[config.mk]
export PLATFORM = sky130hd
export DESIGN_NAME = pwm_pair
export DESIGN_NICKNAME = d
export VERILOG_FILES = /design/src/rtl/pwm_pair_pkg.sv /design/src/rtl/pwm_pair_regs.sv /design/src/rtl/pwm_pair_engine.sv /design/src/rtl/pwm_pair.sv
export SDC_FILE = /design/constraint.sdc
export NUM_CORES = 1
export LEC_CHECK = 0
export ABC_AREA = 1
export CAP_MARGIN = 10
export CORE_AREA = 10 10 163 165
export DETAILED_ROUTE_END_ITERATION = 7
export DIE_AREA = 0 0 173 175
export GPL_ROUTABILITY_DRIVEN = 0
export PLACE_DENSITY = 0.71
export SLEW_MARGIN = 25
export SYNTH_ARGS = -nofsm -noshare
export SYNTH_HDL_FRONTEND = slang
export SYNTH_HIERARCHICAL = 1
export SYNTH_SLANG_ARGS = --single-unit
[constraint.sdc]
create_clock -name clk -period 2.7 [get_ports clk]
set_input_delay 0.27 -clock clk [delete_from_list [all_inputs] [get_ports clk]]
set_output_delay 0.27 -clock clk [all_outputs]
set_load 0.05 [all_outputs]
[src/rtl/pwm_pair_pkg.sv]
`timescale 1ns/1ps
package pwm_pair_pkg;

    localparam int NLANE  = 2;
    localparam int ADDR_W = 4;

    // write address map
    localparam logic [ADDR_W-1:0] ADR_CTRL0 = 4'd0;
    localparam logic [ADDR_W-1:0] ADR_JOIN  = 4'd2;
    localparam logic [ADDR_W-1:0] ADR_PER0  = 4'd3;
    localparam logic [ADDR_W-1:0] ADR_DTY0  = 4'd5;
    localparam logic [ADDR_W-1:0] ADR_CNT0  = 4'd7;

    typedef struct packed {
        logic center;
        logic pol;
        logic en;
    } lane_ctrl_t;

    function automatic logic [ADDR_W-1:0] lane_addr(input logic [ADDR_W-1:0] base, input int lane);
        return base + ADDR_W'(lane);
    endfunction

    function automatic logic pin_level(input logic active, input logic pol);
        return active ? pol : ~pol;
    endfunction

endpackage

[src/rtl/pwm_pair_regs.sv]
`timescale 1ns/1ps
module pwm_pair_regs
    import pwm_pair_pkg::*;
#(
    parameter int CH_W = 8
) (
    input  logic                              clk,
    input  logic                              rst,
    input  logic                              wr_en,
    input  logic [ADDR_W-1:0]                 wr_addr,
    input  logic [CH_W-1:0]                   wr_data,
    output lane_ctrl_t [NLANE-1:0]            ctrl_o,
    output logic [NLANE-1:0][CH_W-1:0]        per_o,
    output logic [NLANE-1:0][CH_W-1:0]        dty_o,
    output logic                              join_o,
    output logic [NLANE-1:0]                  cnt_wr_o
);

    lane_ctrl_t [NLANE-1:0]     ctrl_q;
    logic [NLANE-1:0][CH_W-1:0] per_q;
    logic [NLANE-1:0][CH_W-1:0] dty_q;
    logic                       join_q;
    logic                       any_en;

    always_comb begin
        any_en = 1'b0;
        for (int i = 0; i < NLANE; i++) any_en = any_en | ctrl_q[i].en;
    end

    always_ff @(posedge clk) begin
        if (rst) begin
            ctrl_q <= '0;
            per_q  <= '0;
            dty_q  <= '0;
            join_q <= 1'b0;
        end else if (wr_en) begin
            for (int i = 0; i < NLANE; i++) begin
                if (wr_addr == lane_addr(ADR_CTRL0, i)) begin
                    ctrl_q[i].en  <= wr_data[0];
                    ctrl_q[i].pol <= wr_data[1];
                    // alignment only moves while the lane is stopped
                    if (!ctrl_q[i].en) ctrl_q[i].center <= wr_data[2];
                end
                if (wr_addr == lane_addr(ADR_PER0, i)) per_q[i] <= wr_data;
                if (wr_addr == lane_addr(ADR_DTY0, i)) dty_q[i] <= wr_data;
            end
            if (wr_addr == ADR_JOIN && !any_en) join_q <= wr_data[0];
        end
    end

    always_comb begin
        for (int i = 0; i < NLANE; i++)
            cnt_wr_o[i] = wr_en && (wr_addr == lane_addr(ADR_CNT0, i));
    end

    assign ctrl_o = ctrl_q;
    assign per_o  = per_q;
    assign dty_o  = dty_q;
    assign join_o = join_q;

    for (genvar g = 0; g < NLANE; g++) begin : g_chk
        // alignment frozen while running
        a_r9_center_locked: assert property (@(posedge clk) disable iff (rst)
            ctrl_q[g].en |=> $stable(ctrl_q[g].center));
    end

    // join frozen while either lane runs
    a_r11_join_locked: assert property (@(posedge clk) disable iff (rst)
        any_en |=> $stable(join_q));

endmodule

[src/rtl/pwm_pair_engine.sv]
`timescale 1ns/1ps
module pwm_pair_engine
    import pwm_pair_pkg::*;
#(
    parameter int W = 16
) (
    input  logic         clk,
    input  logic         rst,
    input  logic         tick,
    input  logic         en,
    input  logic         pol,
    input  logic         center,
    input  logic         clr,
    input  logic [W-1:0] per_stage,
    input  logic [W-1:0] dty_stage,
    output logic         out
);

    logic [W-1:0] cnt_q;
    logic [W-1:0] per_q;
    logic [W-1:0] dty_q;
    logic         down_q;
    logic         at_top;
    logic         at_floor;
    logic         wrap_evt;
    logic         reload;

    assign at_top   = (per_q <= W'(1)) || (cnt_q == per_q - W'(1));
    assign at_floor = (cnt_q == '0);
    assign wrap_evt = tick && (center ? (down_q && at_floor) : at_top);
    assign reload   = !en || clr || wrap_evt;

    always_ff @(posedge clk) begin
        if (rst) begin
            cnt_q  <= '0;
            per_q  <= '0;
            dty_q  <= '0;
            down_q <= 1'b0;
        end else begin
            if (reload) begin
                per_q <= per_stage;
                dty_q <= dty_stage;
            end
            if (!en || clr) begin
                cnt_q  <= '0;
                down_q <= 1'b0;
            end else if (tick) begin
                if (!center) begin
                    cnt_q <= at_top ? '0 : cnt_q + W'(1);
                end else if (!down_q) begin
                    if (at_top) down_q <= 1'b1;
                    else        cnt_q  <= cnt_q + W'(1);
                end else begin
                    if (at_floor) down_q <= 1'b0;
                    else          cnt_q  <= cnt_q - W'(1);
                end
            end
        end
    end

    assign out = pin_level(en && (cnt_q < dty_q), pol);

    // counter stays inside the live period
    a_r3_count_in_range: assert property (@(posedge clk) disable iff (rst)
        (en && per_q > W'(1)) |-> (cnt_q < per_q));

    // edge mode wraps to zero after the last count
    a_r3_left_wrap: assert property (@(posedge clk) disable iff (rst)
        (en && !center && !clr && tick && per_q > W'(1) && cnt_q == per_q - W'(1))
        |=> (cnt_q == '0));

    // a stopped lane parks its counter at zero
    a_r6_off_zero: assert property (@(posedge clk) disable iff (rst)
        !en |=> (cnt_q == '0));

    // live values hold between reload points
    a_r7_live_hold: assert property (@(posedge clk) disable iff (rst)
        (en && !clr && !wrap_evt) |=> ($stable(per_q) && $stable(dty_q)));

endmodule

[src/rtl/pwm_pair.sv]
`timescale 1ns/1ps
module pwm_pair
    import pwm_pair_pkg::*;
#(
    parameter int CH_W = 8
) (
    input  logic              clk,
    input  logic              rst,
    input  logic              tick,
    input  logic              wr_en,
    input  logic [ADDR_W-1:0] wr_addr,
    input  logic [CH_W-1:0]   wr_data,
    output logic [NLANE-1:0]  pwm_out
);

    localparam int W = 2 * CH_W;

    lane_ctrl_t [NLANE-1:0]     ctrl;
    logic [NLANE-1:0][CH_W-1:0] per;
    logic [NLANE-1:0][CH_W-1:0] dty;
    logic                       join_on;
    logic [NLANE-1:0]           cnt_wr;

    pwm_pair_regs #(.CH_W(CH_W)) u_regs (
        .clk      (clk),
        .rst      (rst),
        .wr_en    (wr_en),
        .wr_addr  (wr_addr),
        .wr_data  (wr_data),
        .ctrl_o   (ctrl),
        .per_o    (per),
        .dty_o    (dty),
        .join_o   (join_on),
        .cnt_wr_o (cnt_wr)
    );

    for (genvar i = 0; i < NLANE; i++) begin : g_lane
        logic         l_en;
        logic         l_clr;
        logic [W-1:0] l_per;
        logic [W-1:0] l_dty;

        if (i == NLANE - 1) begin : g_low
            // low-byte lane governs the joined pair
            assign l_en  = ctrl[i].en;
            assign l_clr = cnt_wr[i];
            assign l_per = join_on ? {per[0], per[i]} : {{CH_W{1'b0}}, per[i]};
            assign l_dty = join_on ? {dty[0], dty[i]} : {{CH_W{1'b0}}, dty[i]};
        end else begin : g_high
            assign l_en  = ctrl[i].en & ~join_on;
            assign l_clr = cnt_wr[i] & ~join_on;
            assign l_per = {{CH_W{1'b0}}, per[i]};
            assign l_dty = {{CH_W{1'b0}}, dty[i]};
        end

        pwm_pair_engine #(.W(W)) u_eng (
            .clk       (clk),
            .rst       (rst),
            .tick      (tick),
            .en        (l_en),
            .pol       (ctrl[i].pol),
            .center    (ctrl[i].center),
            .clr       (l_clr),
            .per_stage (l_per),
            .dty_stage (l_dty),
            .out       (pwm_out[i])
        );
    end

    // high-byte lane is parked while joined
    a_r10_high_idle: assert property (@(posedge clk) disable iff (rst)
        join_on |-> (pwm_out[0] == ~ctrl[0].pol));

endmodule

# After elaboration in Yosys (flattened, before gate mapping)
# Index checks and enable logic that the tools add are counted.
# totals
elab_cells	109
ff_bits	121
inputBits	16
out_inout_bits	2
# classes
reduce_logical	36
n_eq_ne	14
n_mux	22
n_bitwise	8
add_sub_neg	6
n_lt_le_gt_ge	4
# ops
cell	count
16-bit 2-to-1 mux	12
16-bit by 1-bit subtractor with 16-bit output, second input constant	3
16-bit by 1-bit adder with 16-bit output, second input constant	2
16-bit == test	2
16-bit zero test	2
2-bit AND reduction	9
4-bit by 3-bit == test with 1-bit output, second input constant	4
16-bit by 1-bit <= comparator with 1-bit output, second input constant	1
16-bit less-than comparator	1
16-bit by 8-bit less-than comparator with 1-bit output	1
3-bit AND reduction	4
1-bit 2-to-1 mux	10
1-bit logical AND	9
8-bit by 1-bit subtractor with 9-bit output, second input constant	1
4-bit by 2-bit == test with 1-bit output, second input constant	2
8-bit by 1-bit <= comparator with 1-bit output, second input constant	1
1-bit logical OR	6
3-bit by 2-bit != test with 1-bit output, second input constant	2
3-bit != test, second input constant	2
1-bit NOT	5
4-bit by 1-bit == test with 1-bit output, second input constant	1
4-bit == test, second input constant	1
4-bit zero test	1
2-bit OR reduction	2
other kinds (3)	6

# Longest topological paths before layout
# Gate-level depths: netlist (run 1).
# logic_depth
depth_word	6
ltp_mapped	19
depth_no_buf	19

# Hierarchy
# The synthesis (run 1) kept the hierarchy.
# by_module_without_submodules
mod	n_inst	area_per_inst_um2	cells_each
pwm_pair_engine at g_lane[0].u_eng	1	4222.8	711
pwm_pair_engine at g_lane[1].u_eng	1	4204.0	686
pwm_pair_regs	1	1709.1	266
pwm_pair	1	180.2	39

# Least setup slack after synthesis (run 1)
# No wires, ideal clock.
# synth_path
path_type	reg-to-output
from	reg g_lane[1].u_eng.cnt_q[13]
to	out pwm_out[1]
slack_ns	0.381
required_ns	2.430
n_path_buf	0
t_arrival_ns	2.049
path_stages_with_launch	7
path_cell_list	dfxtp_1 > ha_1 > a21oi_1 > nor2_1 > a2111oi_0 > nand3_1 > xor2_1
# synth_via
elab_chain_len	3
# synth_lines
item	line	source
from (decl)	pwm_pair_engine.sv:19	logic [W-1:0] cnt_q;
from (signal assigned)	pwm_pair_engine.sv:49	cnt_q <= at_top ? '0 : cnt_q + W'(1);
from (signal assigned)	pwm_pair_engine.sv:52	else cnt_q <= cnt_q + W'(1);
from (signal assigned)	pwm_pair_engine.sv:55	else cnt_q <= cnt_q - W'(1);
16-bit less-than comparator	pwm_pair_engine.sv:61	assign out = pin_level(en && (cnt_q < dty_q), pol);
1-bit logical AND	pwm_pair_engine.sv:61	
1-bit 2-to-1 mux	pwm_pair_pkg.sv:25	return active ? pol : ~pol;
to (decl)	pwm_pair.sv:13	output logic [NLANE-1:0] pwm_out
# Every way passes these cells.

# Worst setup path in the final report (run 1)
# layout_path
from	reg g_lane[0].u_eng.cnt_q[9]
to	out pwm_out[0]
# layout_via
elab_chain_len	3
# layout_lines
item	line
from (decl)	pwm_pair_engine.sv:19
from (signal assigned)	pwm_pair_engine.sv:49
from (signal assigned)	pwm_pair_engine.sv:52
from (signal assigned)	pwm_pair_engine.sv:55
16-bit by 8-bit less-than comparator with 1-bit output	pwm_pair_engine.sv:61
1-bit logical AND	pwm_pair_engine.sv:61
1-bit 2-to-1 mux	pwm_pair_pkg.sv:25
# Every way passes these cells.

==> flow_metrics.env, run 1 <==
export IMPL_clk_pin_slew_ps=70
export IMPL_power_switching_share_pct=31.8
export IMPL_hold_path_class="reg2reg"
export IMPL_grt_overflow_total=0
export IMPL_worstSetupEndpointType="output port"
export IMPL_cts_root_buf="sky130_fd_sc_hd__clkbuf_16"
export IMPL_placement_rows=56
export IMPL_final_nets=1793
export IMPL_net_switching_power_mw=1.67
export IMPL_largest_net_degree_at_the_start_of_global_routing=61
export IMPL_ir_worst_vdd_mv=0.379
export IMPL_start_util_pct=44.3
export IMPL_holdBufCountCts=0
export IMPL_layout_filler_cells=2347
export IMPL_pwr_share_seq_pct=39.9
export IMPL_cts_buffers=17
export IMPL_worstSkewPairLatency_ps=440
export IMPL_synth_warning_count=6
export IMPL_num_vias=10700
export IMPL_fmax_mhz=384
export IMPL_synth_seq_cells=137
export IMPL_drt_initial_drc_count=1067
export IMPL_critical_path_class="reg2out"
export IMPL_post_drt_wl_per_cell_um=13.9
export IMPL_hold_viol=0
export IMPL_crit_path_max_incr_delay_ps=410
export IMPL_post_synth_instance_area_sq_mm=0.0103
export IMPL_number_of_buffer_and_inverter_stages_on_the_critical_path=2
export IMPL_final_cell_count_no_fill=2069
export IMPL_mostFrequentLayoutCell="sky130_fd_sc_hd__nand2_1"
export IMPL_async_flop_share_pct=0
export IMPL_detailedPlacementHpwl_um=21100
export IMPL_vias_per_cell=5.16
export IMPL_critical_path_top_delay_family="compound AO/OA/AOI/OAI gates"
export IMPL_grt_first_pass_wirelength_um=47400
export IMPL_ctsLongestPathBuffers=2
export IMPL_drtPass1Iterations=5
export IMPL_tritoncts="done"
export IMPL_flow_area_growth_from_synthesis_pct=15.0
export IMPL_post_route_min_period_ps=2600
export IMPL_pd_cells_mw_per_mm2=443
export IMPL_synth_enable_flop_cells=0
export IMPL_critPathSlowestCell="sky130_fd_sc_hd__a2111oi_2"
export IMPL_outcome="completed"
export IMPL_synth_simple_gate_area_share_pct=42.2
export IMPL_max_slew_worst_pin_slew_ps=907
export IMPL_cts_htree_levels=4
export IMPL_synth_cell_types=41
export IMPL_drc_errors=0
export IMPL_timing_critical_path_fanout_max=2
export IMPL_worst_ep_arrival_time_ps=2330
export IMPL_synth_xor_xnor_area_share_pct=5.86
export IMPL_die_area_sq_mm=0.0303
export IMPL_synth_flop_cell="sky130_fd_sc_hd__dfxtp_1"
export IMPL_synth_sequential_area_ratio_pct=26.6
export IMPL_timing_max_cap_violations=0
export IMPL_static_leakage_power_nw=5.51
export IMPL_io_buffers=17
export IMPL_report_final_slew_viol_count=0
export IMPL_grt_antenna_before_repair=0
export IMPL_layout_common_cells="489 x sky130_fd_sc_hd__nand2_1, 257 x sky130_fd_sc_hd__nor2_1, 191 x sky130_fd_sc_hd__inv_1"
export IMPL_largest_family_of_logic_cells_by_synthesized_area="simple AND/OR/NAND/NOR gates"
export IMPL_detail_route_wirelength_um=28800
export IMPL_clock_sinks=137
export IMPL_grt_setup_unrepaired="yes"
export IMPL_overall_routing_resource_usage_pct=18.5
export IMPL_synthAdderAreaFrac_pct=4.85
export IMPL_dieWidth_um=173
export IMPL_io_pins=18
export IMPL_worstPathRequired_ps=2430
export IMPL_synth_compound_gate_area_share_pct=9.12
export IMPL_post_route_period_util_pct=96.4
export IMPL_pwr_share_clk_pct=45.8
export IMPL_post_synthesis_cell_count=1702
export IMPL_layout_cells_sized_above_1_pct=10.4
export IMPL_critPathLaunchType="flop"
export IMPL_grt_pass1_vias=9611
export IMPL_antenna_diode_count=0
export IMPL_detail_route_antenna_nets=0
export IMPL_setup_tns_ps=0
export IMPL_path_cells="ha_4, a21oi_2, o31ai_2, a2111oi_2, buf_4, nand3_2, xor2_2, buf_12"
export IMPL_power_frac_comb_pct=14.3
export IMPL_die_y_um=175
export IMPL_core_area_sq_mm=0.0233
export IMPL_syn_mean_instance_area_sq_um=6.06
export IMPL_worst_clock_skew_ps=14.3
export IMPL_dp_cells=2034
export IMPL_cell_internal_pwr_mw=3.59
export IMPL_timing_max_slew_rel_slack_pct=39.4
export IMPL_fin_total_pwr_mw=5.26
export IMPL_synth_mux_area_fraction_pct=0
export IMPL_final_setup_viol_count=0
power groups by stage:
stage          Clock [mW]  Sequential (mW)  Combinational [mW]
6_report             2.41             2.10               0.753
5_1_grt              2.53             2.10               0.852
4_1_cts              2.45             2.10               0.726
3_5_place_dp            0             2.15               0.721
3_3_place_gp            0             2.14               0.710
2_1_floorplan           0             2.13               0.558
cell type report:
cell class	instances	area, sq um	area share [%]
clock buffers	17	425	3.59
clock inverters	15	189	1.59
inverters	205	769	6.49
multi-input cells	1305	6670	56.2
flip-flops and latches	137	2770	23.3
well taps	319	399	3.36
repair buffers	71	641	5.40
registers in the layout (all words and copies together), names as in the netlist:
signal / cells
g_lane.u_eng/cnt_q: 32
g_lane.u_eng/dty_q: 32
u_regs/per_o: 16
u_regs/join_o: 1
g_lane.u_eng/down_q: 2
g_lane.u_eng/per_q: 32
u_regs/dty_o: 16
u_regs/ctrl_o: 6
tightest hold or removal path: cells and delay by family, from the launching register on:
kind,cells,cell delay (ps)
flip-flops,1,330
AND/OR/NAND/NOR,1,80
AO/OA/AOI/OAI,1,40
stage by stage:
step / utilization [%] / worst slack, ps / hold slack [ps] / cell area (sq um)
after floorplan: - / 381 / 405 / 10400
final: 51.0 / 96.0 / 486 / 11900
after CTS: 50.0 / -10.5 / 487 / 11600
after global placement: 47.3 / 224 / 463 / 11000
after global routing: 51.0 / -43.6 / 517 / 11900
after detailed placement: 47.3 / 170 / 469 / 11000
timing repair:
item / 4_1_cts / 5_1_grt
buffers inserted: 0 / 2
pin swaps: 0 / 12
endpoints found under the setup margin: 2 / 44
resized for setup: 3 / 53
gates cloned: 0 / 1
cells by family after synthesis:
group	after synthesis
AOI/OAI and AO/OA	176
buffers and inverters	276
adders and majority gates	40
and+or+nand+nor	1003
other	1
DFF	137
xor gates and xnor gates	69
per-layer routing:
layer	GRT usage [%]	wire length [um]	share of wire (%)
met1	26.0	14000	49
met3	3.34	1890	6.6
met2	28.3	12400	43
met5	0	0	0
met4	5.25	493	1.7
cells in the mapped netlist (9+ instances only):
library cell                 n  area, sq um
sky130_fd_sc_hd__nand3b_1   20          150
sky130_fd_sc_hd__nand2_1   489         1840
sky130_fd_sc_hd__nor2_4      9          101
sky130_fd_sc_hd__nor3_1     32          160
sky130_fd_sc_hd__nor4_1     10         62.6
sky130_fd_sc_hd__ha_1       40          500
sky130_fd_sc_hd__xnor2_1    22          193
sky130_fd_sc_hd__nor2_2     13         81.3
sky130_fd_sc_hd__nand3_1   123          616
sky130_fd_sc_hd__inv_1     196          736
sky130_fd_sc_hd__buf_2      12         60.1
sky130_fd_sc_hd__nand4_1    30          188
sky130_fd_sc_hd__buf_6      14          158
sky130_fd_sc_hd__dfxtp_1   137         2740
sky130_fd_sc_hd__a21oi_1   116          581
sky130_fd_sc_hd__buf_1      12         45.0
sky130_fd_sc_hd__xor2_1     47          412
sky130_fd_sc_hd__o21ai_0    40          200
sky130_fd_sc_hd__nor2_1    259          972
sky130_fd_sc_hd__clkbuf_1   30          113
final timing paths:
check	from	endpoint	slack (ps)	cells past startpoint
setup / recovery	g_lane[0].u_eng/cnt_q[9]$_SDFFE_PP0P_	pwm_out[0]	100	8
hold / removal	u_regs/per_o[15]$_SDFFE_PP0P_	g_lane[1].u_eng/per_q[7]$_SDFFE_PP0P_	490	2
setup reg to reg	g_lane[1].u_eng/per_q[1]$_SDFFE_PP0P_	g_lane[1].u_eng/per_q[11]$_SDFFE_PP0P_	220	17
hold reg to reg	u_regs/per_o[15]$_SDFFE_PP0P_	g_lane[1].u_eng/per_q[7]$_SDFFE_PP0P_	490	2
No activity file was read; power rests on OpenSTA's default activity.
==> run 2, diff against run 1 <==
Settings changed: GPL_ROUTABILITY_DRIVEN 0 to not set.
==> flow_metrics.env, run 2 (synthesis gave the netlist of run 1 again) <==
export IMPL_outcome="completed"
export IMPL_clk_pin_slew_ps=70
export IMPL_timing_reg2reg_worst_path_depth=15
export IMPL_power_switching_share_pct=30.2
export IMPL_dp_slack_ps=169
export IMPL_critPathLaunchType="flop"
export IMPL_clock_sinks=137
export IMPL_placement_rows=56
export IMPL_grt_first_pass_wirelength_um=48000
export IMPL_timing_max_cap_violations=0
export IMPL_cell_internal_pwr_mw=3.75
export IMPL_timing_max_slew_rel_slack_pct=62.8
export IMPL_die_area_sq_mm=0.0303
export IMPL_hp_start="u_regs/per_o[15]$_SDFFE_PP0P_"
export IMPL_drc_errors=0
export IMPL_cts_htree_levels=4
export IMPL_fin_total_pwr_mw=5.36
export IMPL_placed_area_sq_mm=0.0110
export IMPL_num_vias=10700
export IMPL_drtPass1Iterations=5
export IMPL_routabilityCongestion=0.961
export IMPL_pwr_share_clk_pct=46.9
export IMPL_die_y_um=175
export IMPL_detail_route_antenna_nets=0
export IMPL_io_pins=18
export IMPL_post_drt_wl_per_cell_um=14.1
export IMPL_top_regs="g_lane.u_eng/cnt_q (32), g_lane.u_eng/dty_q (32), g_lane.u_eng/per_q (32)"
export IMPL_io_buffers=17
export IMPL_fmax_mhz=383
export IMPL_hold_viol=0
export IMPL_pd_cells_mw_per_mm2=454
export IMPL_vias_per_cell=5.16
export IMPL_worstReg2RegEnd="g_lane[0].u_eng/dty_q[10]$_SDFFE_PP0P_"
export IMPL_setup_tns_ps=0
export IMPL_final_cell_count_no_fill=2074
export IMPL_dieWidth_um=173
export IMPL_flow_area_growth_from_synthesis_pct=14.5
export IMPL_layout_common_cells="489 x sky130_fd_sc_hd__nand2_1, 257 x sky130_fd_sc_hd__nor2_1, 193 x sky130_fd_sc_hd__inv_1"
export IMPL_hold_path_class="reg2reg"
export IMPL_worstPathRequired_ps=2430
export IMPL_final_nets=1798
export IMPL_rrSetupSlack_ps=180
export IMPL_post_route_min_period_ps=2610
export IMPL_worstSkewPairLatency_ps=430
export IMPL_timing_rr_start="g_lane[0].u_eng/per_q[0]$_SDFFE_PP0P_"
export IMPL_post_route_period_util_pct=96.8
export IMPL_grt_pass1_vias=9648
export IMPL_final_cell_area_sq_mm=0.0118
export IMPL_net_switching_power_mw=1.62
export IMPL_timing_critical_path_fanout_max=6
export IMPL_report_final_slew_viol_count=0
export IMPL_worst_ep_arrival_time_ps=2340
export IMPL_dp_cells=2035
export IMPL_final_setup_viol_count=0
export IMPL_cts_buffers=17
export IMPL_grt_overflow_total=0
export IMPL_detailedPlacementHpwl_um=21700
export IMPL_static_leakage_power_nw=5.53
export IMPL_finalHoldWorstSlack_ps=484
export IMPL_cts_root_buf="sky130_fd_sc_hd__clkbuf_16"
export IMPL_mostFrequentLayoutCell="sky130_fd_sc_hd__nand2_1"
export IMPL_whs_endpoint="g_lane[1].u_eng/per_q[7]$_SDFFE_PP0P_"
export IMPL_pwr_share_seq_pct=39.1
export IMPL_power_frac_comb_pct=14.0
export IMPL_final_critical_path_setup_slack_ps=87.0
export IMPL_worstSetupEndpointType="output port"
export IMPL_overall_routing_resource_usage_pct=18.8
export IMPL_worst_hold_path_num_cells=2
export IMPL_largest_net_degree_at_the_start_of_global_routing=65
export IMPL_drt_initial_drc_count=943
export IMPL_layout_cells_sized_above_1_pct=9.80
export IMPL_grt_antenna_before_repair=0
export IMPL_core_area_sq_mm=0.0233
export IMPL_start_util_pct=44.3
export IMPL_detail_route_wirelength_um=29200
export IMPL_finish_utilization_pct=50.8
export IMPL_worst_clock_skew_ps=12.3
export IMPL_antenna_diode_count=0
export IMPL_max_slew_worst_pin_slew_ps=556
export IMPL_tritoncts="done"
export IMPL_critical_path_class="reg2out"
export IMPL_ctsLongestPathBuffers=2
export IMPL_ir_worst_vdd_mv=0.471
export IMPL_holdBufCountCts=0
==> run 2: cell count changes in the layout (fill, tap and decap cells not counted), sizes merged <==
| cell | previous run | this run |
|---|---|---|
| buf | 56 | 60 |
| clkinv | 9 | 6 |
| bufinv | 0 | 2 |
| clkinvlp | 0 | 1 |
| nor2 | 281 | 282 |
==> run 2: cell type report <==
| class | count | area, sq um |
|---|---|---|
| Multi-Input combinational cell | 1306 | 6600 |
| Inverter | 205 | 769 |
| Sequential cell | 137 | 2760 |
| Clock buffer | 17 | 425 |
| Fill cell | 2406 | 11400 |
| Timing Repair Buffer | 75 | 663 |
| Tap cell | 319 | 399 |
| Clock inverter | 15 | 200 |
==> run 2: power groups by stage <==
stage	sequential (mW)	clock [mW]	combinational, mW
after global placement	2.14	0	0.711
after detailed placement	2.15	0	0.721
after CTS	2.10	2.55	0.726
after global routing	2.10	2.63	0.848
after floorplan	2.13	0	0.558
final	2.10	2.51	0.751
==> run 2: worst max-delay path: stages, from the launching register on <==
cell	delay [ps]
sky130_fd_sc_hd__dfxtp_4	390
sky130_fd_sc_hd__ha_1	210
sky130_fd_sc_hd__a21oi_2	130
sky130_fd_sc_hd__o31ai_2	90
sky130_fd_sc_hd__a2111oi_2	450
sky130_fd_sc_hd__nand3_1	230
sky130_fd_sc_hd__xor2_2	250
sky130_fd_sc_hd__buf_12	160
==> run 2: worst max-delay path by stage <==
stage	start	to	slack [ps]	cells after the start
global route	g_lane[0].u_eng/per_q[1]$_SDFFE_PP0P_	g_lane[0].u_eng/dty_q[9]$_SDFFE_PP0P_	-5	15
CTS	g_lane[0].u_eng/cnt_q[1]$_SDFFE_PP0P_	pwm_out[0]	6	8
finish	g_lane[1].u_eng/cnt_q[8]$_SDFFE_PP0P_	pwm_out[1]	90	7
global placement	g_lane[1].u_eng/per_q[0]$_SDFFE_PP0P_	g_lane[1].u_eng/cnt_q[13]$_SDFFE_PP0P_	210	17
detailed placement	g_lane[1].u_eng/per_q[0]$_SDFFE_PP0P_	g_lane[1].u_eng/cnt_q[13]$_SDFFE_PP0P_	170	17
floorplan	g_lane[1].u_eng/cnt_q[13]$_SDFFE_PP0P_	pwm_out[1]	380	6
==> run 2: repair_timing <==
action,CTS,global route
cloned,0,2
setup buffers,0,5
gates resized for setup,10,27
hold endpoints to repair,0,0
pin swaps,2,8
setup endpoints to repair,2,66
==> run 2: metal layers <==
layer / track usage, % / vias up / share of wire (%)
li1: - / 5454 / -
met4: 5.96 / 0 / 1.6
met5: 0 / - / 0
met3: 2.52 / 42 / 6.3
met1: 26.6 / 4851 / 49
met2: 28.7 / 347 / 43
